### src/rtl/dchain_pkg.sv
package dchain_pkg;

    // Width of each converter result in bits
    localparam int SAMPLE_W = 16;

    typedef enum logic [1:0] {
        ST_IDLE  = 2'd0,
        ST_CONV  = 2'd1,
        ST_SHIFT = 2'd2,
        ST_FIN   = 2'd3
    } dchain_state_e;

    // Bits needed to hold values 0..n
    function automatic int idx_width(input int n);
        return (n < 1) ? 1 : $clog2(n + 1);
    endfunction

    // Bits needed to count 0..n-1
    function automatic int cnt_width(input int n);
        return (n <= 2) ? 1 : $clog2(n);
    endfunction

endpackage

### src/rtl/dchain_sclk_gen.sv
module dchain_sclk_gen
    import dchain_pkg::*;
#(
    parameter int CLK_DIV = 4
) (
    input  logic clk,
    input  logic rst,
    input  logic run,
    output logic sclk_o,
    output logic smp_o
);
    localparam int HALF = CLK_DIV / 2;
    localparam int PH_W = cnt_width(CLK_DIV);
    localparam logic [PH_W-1:0] PH_LAST = PH_W'(CLK_DIV - 1);
    localparam logic [PH_W-1:0] PH_HALF = PH_W'(HALF);

    logic [PH_W-1:0] ph_q;

    always_ff @(posedge clk) begin
        if (rst || !run) begin
            ph_q <= '0;
        end else if (ph_q == PH_LAST) begin
            ph_q <= '0;
        end else begin
            ph_q <= ph_q + PH_W'(1);
        end
    end

    // Low for the first half of each period, high for the second half
    assign sclk_o = run && (ph_q >= PH_HALF);
    // Take in data in the final cycle of the high phase
    assign smp_o  = run && (ph_q == PH_LAST);

    // Every falling edge has a sample in the cycle just before it
    assert_sample_before_fall_R6: assert property (@(posedge clk) disable iff (rst)
        $fell(sclk_o) |-> $past(smp_o));

endmodule

### src/rtl/dchain_deser.sv
module dchain_deser
    import dchain_pkg::*;
#(
    parameter int N_DEV = 3,
    parameter int IDX_W = 2
) (
    input  logic                clk,
    input  logic                rst,
    input  logic                clr,
    input  logic                smp,
    input  logic                sdi,
    output logic [SAMPLE_W-1:0] word_o,
    output logic [IDX_W-1:0]    idx_o,
    output logic                vld_o,
    output logic                last_o
);
    localparam int BIT_W = cnt_width(SAMPLE_W);
    localparam logic [BIT_W-1:0] BIT_LAST = BIT_W'(SAMPLE_W - 1);
    localparam logic [IDX_W-1:0] W_LAST   = IDX_W'(N_DEV - 1);
    localparam logic [IDX_W-1:0] IDX_TOP  = IDX_W'(N_DEV);

    logic [BIT_W-1:0]    bit_q;
    logic [IDX_W-1:0]    wcnt_q;
    logic [SAMPLE_W-1:0] sr_q;
    logic [SAMPLE_W-1:0] sr_nxt;
    logic                end_word;

    assign sr_nxt   = {sr_q[SAMPLE_W-2:0], sdi};
    assign end_word = smp && (bit_q == BIT_LAST);
    assign last_o   = end_word && (wcnt_q == W_LAST);

    always_ff @(posedge clk) begin
        if (rst) begin
            bit_q  <= '0;
            wcnt_q <= '0;
            sr_q   <= '0;
            word_o <= '0;
            idx_o  <= '0;
            vld_o  <= 1'b0;
        end else begin
            vld_o <= 1'b0;
            if (clr) begin
                bit_q  <= '0;
                wcnt_q <= '0;
            end else if (smp) begin
                sr_q  <= sr_nxt;
                bit_q <= end_word ? '0 : bit_q + BIT_W'(1);
                if (end_word) begin
                    word_o <= sr_nxt;
                    // The stream carries the far end of the chain first
                    idx_o  <= IDX_TOP - wcnt_q;
                    vld_o  <= 1'b1;
                    wcnt_q <= wcnt_q + IDX_W'(1);
                end
            end
        end
    end

    assert_vld_single_R8: assert property (@(posedge clk) disable iff (rst)
        vld_o |=> !vld_o);

    assert_idx_in_range_R7: assert property (@(posedge clk) disable iff (rst)
        vld_o |-> (idx_o >= IDX_W'(1) && idx_o <= IDX_TOP));

endmodule

### src/rtl/dchain_ctrl.sv
module dchain_ctrl
    import dchain_pkg::*;
#(
    parameter  int N_DEV    = 3,
    parameter  int CLK_DIV  = 4,
    parameter  int CONV_CYC = 20,
    localparam int IDX_W    = idx_width(N_DEV)
) (
    input  logic                clk,
    input  logic                rst,
    input  logic                start_req,
    input  logic                sdi,
    output logic                conv_o,
    output logic                sclk_o,
    output logic [SAMPLE_W-1:0] word_o,
    output logic [IDX_W-1:0]    word_idx_o,
    output logic                word_vld_o,
    output logic                done_o
);
    localparam int CONV_W = cnt_width(CONV_CYC);
    localparam logic [CONV_W-1:0] CONV_LAST = CONV_W'(CONV_CYC - 1);

    dchain_state_e     st_q;
    logic [CONV_W-1:0] tmr_q;
    logic              run;
    logic              smp;
    logic              last_bit;

    always_ff @(posedge clk) begin
        if (rst) begin
            st_q   <= ST_IDLE;
            tmr_q  <= '0;
            done_o <= 1'b0;
        end else begin
            done_o <= 1'b0;
            case (st_q)
                ST_IDLE: begin
                    tmr_q <= '0;
                    if (start_req) st_q <= ST_CONV;
                end
                ST_CONV: begin
                    if (tmr_q == CONV_LAST) st_q <= ST_SHIFT;
                    else                    tmr_q <= tmr_q + CONV_W'(1);
                end
                ST_SHIFT: begin
                    if (last_bit) st_q <= ST_FIN;
                end
                default: begin
                    // Final falling edge happens here with conv still high
                    st_q   <= ST_IDLE;
                    done_o <= 1'b1;
                end
            endcase
        end
    end

    assign conv_o = (st_q != ST_IDLE);
    assign run    = (st_q == ST_SHIFT);

    dchain_sclk_gen #(
        .CLK_DIV (CLK_DIV)
    ) sclk_i (
        .clk    (clk),
        .rst    (rst),
        .run    (run),
        .sclk_o (sclk_o),
        .smp_o  (smp)
    );

    dchain_deser #(
        .N_DEV (N_DEV),
        .IDX_W (IDX_W)
    ) deser_i (
        .clk    (clk),
        .rst    (rst),
        .clr    (!conv_o),
        .smp    (smp),
        .sdi    (sdi),
        .word_o (word_o),
        .idx_o  (word_idx_o),
        .vld_o  (word_vld_o),
        .last_o (last_bit)
    );

    assert_sclk_low_at_conv_rise_R2: assert property (@(posedge clk) disable iff (rst)
        $rose(conv_o) |-> !sclk_o);

    assert_sclk_inside_frame_R9: assert property (@(posedge clk) disable iff (rst)
        sclk_o |-> conv_o);

    assert_done_after_last_word_R9: assert property (@(posedge clk) disable iff (rst)
        done_o |-> ($past(word_vld_o) && !conv_o));

    assert_request_ignored_R10: assert property (@(posedge clk) disable iff (rst)
        (st_q == ST_SHIFT && start_req && !last_bit) |=> (st_q == ST_SHIFT));

endmodule

### config.mk
export PLATFORM = sky130hd
export DESIGN_NAME = dchain_ctrl
export DESIGN_NICKNAME = d
export VERILOG_FILES = /design/src/rtl/dchain_pkg.sv /design/src/rtl/dchain_sclk_gen.sv /design/src/rtl/dchain_deser.sv /design/src/rtl/dchain_ctrl.sv
export SDC_FILE = /design/constraint.sdc
export NUM_CORES = 1
export LEC_CHECK = 0
export ABC_AREA = 1
export ABC_CLOCK_PERIOD_IN_PS = 3800
export BUFFER_PORTS_ARGS = -buffer_cell sky130_fd_sc_hd__buf_2
export CAP_MARGIN = 20
export CORE_UTILIZATION = 61
export DETAILED_ROUTE_END_ITERATION = 8
export PLACE_DENSITY = 0.83
export RECOVER_POWER = 25
export SYNTH_ARGS = -nofsm -noshare
export SYNTH_HDL_FRONTEND = slang
export SYNTH_SLANG_ARGS = --single-unit
### constraint.sdc
create_clock -name clk -period 3.8 [get_ports clk]
set_input_delay 0.19 -clock clk [delete_from_list [all_inputs] [get_ports clk]]
set_output_delay 0.19 -clock clk [all_outputs]
set_load 0.01 [all_outputs]
* After elaboration in Yosys (flattened, before gate mapping)
Cells that the tools add are included.
** Storage, ports and cells
- Register bits after elaboration :: 50
- Bits in latches :: 0
- Bits in writable memories :: 0
- Bits in read-only memories :: 0
- Input port bits :: 4
- Memories kept :: 0
** Cells by class
- $add $sub $neg :: 5
- $mul :: 0
- Divide/modulo/power cells :: 0
- Order comparisons :: 1
- Eq/ne operators :: 10
- Shift operators :: 0
- Mux-type cells :: 9
- Bitwise gates (word level) :: 2
- Reductions and logical operators :: 18
** Operator list (count)
- 5-bit one-hot mux with 2 select lines :: 1
- 2-bit == test (second input constant) :: 3
- 2-bit two-way mux :: 3
- 2-bit inequality test (second input constant) :: 3
- 2-bit one-hot mux with 3 select lines :: 1
- 2-bit AND reduction :: 3
- 3-bit AND reduction :: 2
- 3-bit OR reduction :: 2
- 5-bit by 1-bit adder with 5-bit output (second input constant) :: 1
- 5-bit == test (second input constant) :: 1
- 5-bit two-way mux :: 1
- 2-bit by 1-bit adder with 2-bit output (second input constant) :: 2
- 4-bit by 1-bit adder with 4-bit output (second input constant) :: 1
- 4-bit == test (second input constant) :: 1
- 1-bit logical AND :: 4
- 4-bit two-way mux :: 1
- 2-bit nonzero test :: 2
- 2-bit OR reduction :: 2
- 2-bit by 1-bit == test with 1-bit output (second input constant) :: 1
- 2-bit >= comparator (second input constant) :: 1
- 2-bit logical NOT :: 1
- 1-bit two-way mux :: 2
- 2-bit by 1-bit inequality test with 1-bit output (second input constant) :: 1
- 1-bit inverter :: 2
- 3 further kinds :: 3

* Logic depth before layout (Yosys ltp)
- Depth in word-level cells :: 6
- Gate-level depth with buffers :: 10

* Modules after synthesis
From an unflattened synthesis, not the netlist that was laid out.
** Second synthesis, totals
- Cell total of the unflattened synthesis :: 295
- Area total of the unflattened synthesis :: 2173.3 um^2
** By module, submodules not included
- dchain_deser :: instances 1, cells an instance 211, area each 1562.7 um^2
- dchain_ctrl :: instances 1, cells an instance 71, area each 506.7 um^2
- dchain_sclk_gen :: instances 1, cells an instance 13, area each 103.8 um^2

* Worst setup path before layout
OpenSTA, ideal clock, no wires.
- Kind :: reg-to-reg
- Start :: register st_q[0]
- End :: register deser_i.word_o[6]
- Setup time :: 0.142 ns
- Arrival time :: 1.282 ns
- Path slack :: 2.376 ns
- Cell stages (with the launch flop) :: 11
- Path buffers :: 1
- Period minus slack after synthesis :: 1.424 ns
- Path through :: dfxtp_1 inv_1 ha_1 nand2_2 inv_4 nand2_4 nor2_8 inv_4 buf_6 nand2_1 a21oi_2
** Between the ends
- Longest elaborated chain between the ends :: 4
** Ends and longest elaborated chain
- start, declared :: line dchain_ctrl.sv:23 : dchain_state_e st_q;
- start signal, assigned :: line dchain_ctrl.sv:31 : st_q <= ST_IDLE;
- start signal, assigned :: line dchain_ctrl.sv:39 : if (start_req) st_q <= ST_CONV;
- start signal, assigned :: line dchain_ctrl.sv:42 : if (tmr_q == CONV_LAST) st_q <= ST_SHIFT;
- 2-bit == test :: line dchain_ctrl.sv:58 : assign run = (st_q == ST_SHIFT);
- 1-bit logical AND :: line dchain_sclk_gen.sv:32 : assign smp_o = run && (ph_q == PH_LAST);
- 1-bit logical AND :: line dchain_deser.sv:29 : assign end_word = smp && (bit_q == BIT_LAST);
- 3-bit AND reduction (no source line) (*)
- end signal, assigned :: line dchain_deser.sv:49 : word_o <= sr_nxt;
- end, declared :: line dchain_deser.sv:12 : output logic [SAMPLE_W-1:0] word_o,
Mark *: on every way between the ends. The rest lies on a longest branch, timed or not.
A chain may end at the register's enable or synchronous reset.

* Final worst setup path
- Start :: register st_q[0]
- End :: register deser_i.word_o[1]
Same word-level chain as after synthesis.

==> impl_metrics.csv <==
group,metric,value,unit
synthesis,yosysMostFrequentCell,"nand2_1",
drt,drt-total-wl,3610,µm
drt,drc,0,
timing,worst_pin_slew,754,ps
clock_tree,clockBufferDepth,2,
critical_path,end_kind,"register",
global_route,grt_antenna_before_repair,0,
floorplanning,die_x,61.0,µm
synthesis,netlist.area_leader.share,47.2,%
global_route,grt_pass1_vias,1448,
finish,multi_input_area,962,µm²
finish,antenna-diode-count,0,
global_route,grt-ovfl-total,0,
clock_tree,clk_pin_slew_worst_paths,130,ps
synthesis,synth_area_leaders,"dfxtp_1, nand2_1, a21oi_2",
global_route,grt_start_max_net_pins,35,
finish,nets,288,
synthesis,synth_flop_cell,"dfxtp_1",
clock_tree,hold_buffers,0,
timing,fmax,580,MHz
critical_path,cpMostUsedCell,"inv_4",
placed_design,gp_congestion,0.768,
pwr,power_density,444,nW/µm²
clock_tree,numCtsBuffers,5,
synthesis,synthCells,253,
synthesis,synth_seq_cells,50,
synthesis,synth.distinct_cells,30,
floorplanning,die_area,3720,µm²
worst_hold_path,hold_path.class,"in -> reg",
floorplanning,initial_core_util,63.6,%
drt,ant_nets,0,
synthesis,yosysTopAreaCell,"dfxtp_1",
timing,setup_violations,0,
clock_tree,cts_resized,0,
synthesis,yosys_warnings,0,
timing,finClkSkew,8.34,ps
drt,drt_pass1_iterations,4,
floorplanning,core.rowCount,21,
global_route,grtUsageTotal,22.4,%
timing,setup_tns,0,ps
critical_path,cpPeakStageDelay,350,ps
floorplanning,boundaryPins,26,
global_route,grt_pass1_wl,6010,µm
synthesis,synth_edf_count,0,
drt,vias,1643,
drt,drt_iter0_drc,142,
critical_path,critPathSlowestCell,"dfxtp_1",
clock_tree,cts.sinks,50,
timing,rsz0062_at_grt,"false",
critical_path,worstSetupPathType,"reg -> reg",
finish,drive_gt1_share,18.2,%
clock_tree,clk_latency,360,ps
placed_design,dp_hpwl,2480,µm
clock_tree,h-tree-depth,2,
timing,drv_slew,0,
placed_design,port_buffers,25,
synthesis,synthesis.area,2120,µm²
finish,area_growth,5.84,%
clock_tree,root_buffer,"clkbuf_4",
critical_path,worstPathRequired,4030,ps
critical_path,worstPathMaxFanout,22,
synthesis,synth_fp_nets,266,
pwr,p_leak,0.864,nW
synthesis,postSynthAreaPerCell,8.38,µm²
finish,ff_latch_area,1000,µm²
clock_tree,tritoncts,"done",
flow_run,cap_violations,0,
timing,period_share,45.4,%
critical_path,startpoint_type,"register",
finish,nFillCells,296,
synthesis,ys_async_sr_fraction,0,%
clock_tree,cts_setup_buffers,0,
run_status,outcome,"complete, no violations",
timing,worst_slew_margin_rel,49.7,%
timing,period_minus_slack,1720,ps
floorplanning,die_h,61.0,µm
synthesis,synth_common_cells,"nand2_1, dfxtp_1, a21oi_1",
drt,viasPerCell,5.12,
critical_path,cp_cell_sequence,"inv_1 > ha_1 > nand2_2 > inv_4 > nand2_4 > nor2_8 > inv_4 > nand2_1 > a21oi_2",
critical_path,r2r_slack,2080,ps
critical_path,crit_arrival,1960,ps
placed_design,place_ws,2090,ps
timing,hold_viol,0,
pwr,vdd_ir_drop_max,0.252,mV
timing,setup_ws,2080,ps
drt,wire_per_inst,11.2,µm
floorplanning,core,3340,µm²
synthesis,synth-seq-area-share,47.2,%
==> final timing paths <==
check	to	from	cells after the start
setup / recovery	deser_i.word_o[1]	st_q[0]	9
hold / removal	deser_i.word_o[0]	sdi	3
setup reg to reg	deser_i.word_o[1]	st_q[0]	9
hold reg to reg	sclk_i.ph_q[0]	sclk_i.ph_q[0]	1
==> area by class of cell <==
cell class,instances,share of cell area (%)
Tap cell,46,2.56
Clock inverter,2,0.446
Multi-Input combinational cell,175,42.9
Timing Repair Buffer,25,4.63
Clock buffer,5,1.67
Inverter,18,3.23
Sequential cell,50,44.6
==> worst max-delay path, delay by kind of cell, from the launching register on <==
family | cells | cell delay, ps
flip-flops | 1 | 350
adder cells (fa/ha/maj) | 1 | 210
buffers and inverters | 3 | 370
AO/OA/AOI/OAI | 1 | 50
AND/OR/NAND/NOR | 4 | 610
==> registers in the layout, summed over array words and instances, names as in the netlist <==
register / cells
deser_i.bit_q: 4
deser_i.idx_o: 2
deser_i.sr_q: 15
deser_i.vld_o: 1
deser_i.wcnt_q: 2
deser_i.word_o: 16
done_o: 1
sclk_i.ph_q: 2
st_q: 2
tmr_q: 5
==> cell usage in the layout (no fill, tap or decap), types with 9 or more instances in the layout <==
master    netlist  layout
nand2_1        68      68
nand3_1         9       9
inv_1          14      14
nor2_1         20      20
clkbuf_1        3      17
a21oi_1        23      23
a21oi_2        16      16
dfxtp_1        50      50
ha_1            9       9
==> stage by stage <==
step | utilization, % | power, mW | std cells | hold WS [ps] | cell area, µm²
6_report | 67.3 | 0.996 | 321 | 82.5 | 2240
5_1_grt | 67.3 | 1.05 | 321 | 59.4 | 2240
4_1_cts | 67.9 | 1.00 | 321 | 72.8 | 2270
3_5_place_dp | 66.5 | 0.783 | 314 | 435 | 2220
3_3_place_gp | 66.5 | 0.775 | 314 | 426 | 2220
2_1_floorplan | - | 0.732 | 253 | 333 | 2120
==> layer usage <==
metal	track usage (%)	vias to the layer above	routed length [µm]
met5	0	-	0
met4	10.7	0	70
met3	8.32	8	141
met2	37.7	33	1690
met1	25.2	750	1710
li1	-	852	-
==> power by group <==
part           internal [mW]  switching (mW)
combinational         0.0639           0.150
sequential             0.543          0.0163
clock                 0.0669           0.156
total                  0.673           0.322
==> cell families (layout without fill, tap and decap cells) <==
group,Yosys count,after routing,synth area share (%)
and+or+nand+nor,113,113,23.8
xor gates and xnor gates,3,3,1.24
adders and majority gates,9,9,5.31
DFF,50,50,47.2
buffers and inverters,28,50,7.43
AOI/OAI and AO/OA,50,50,15.0
Power figures use the tool's default switching activity.
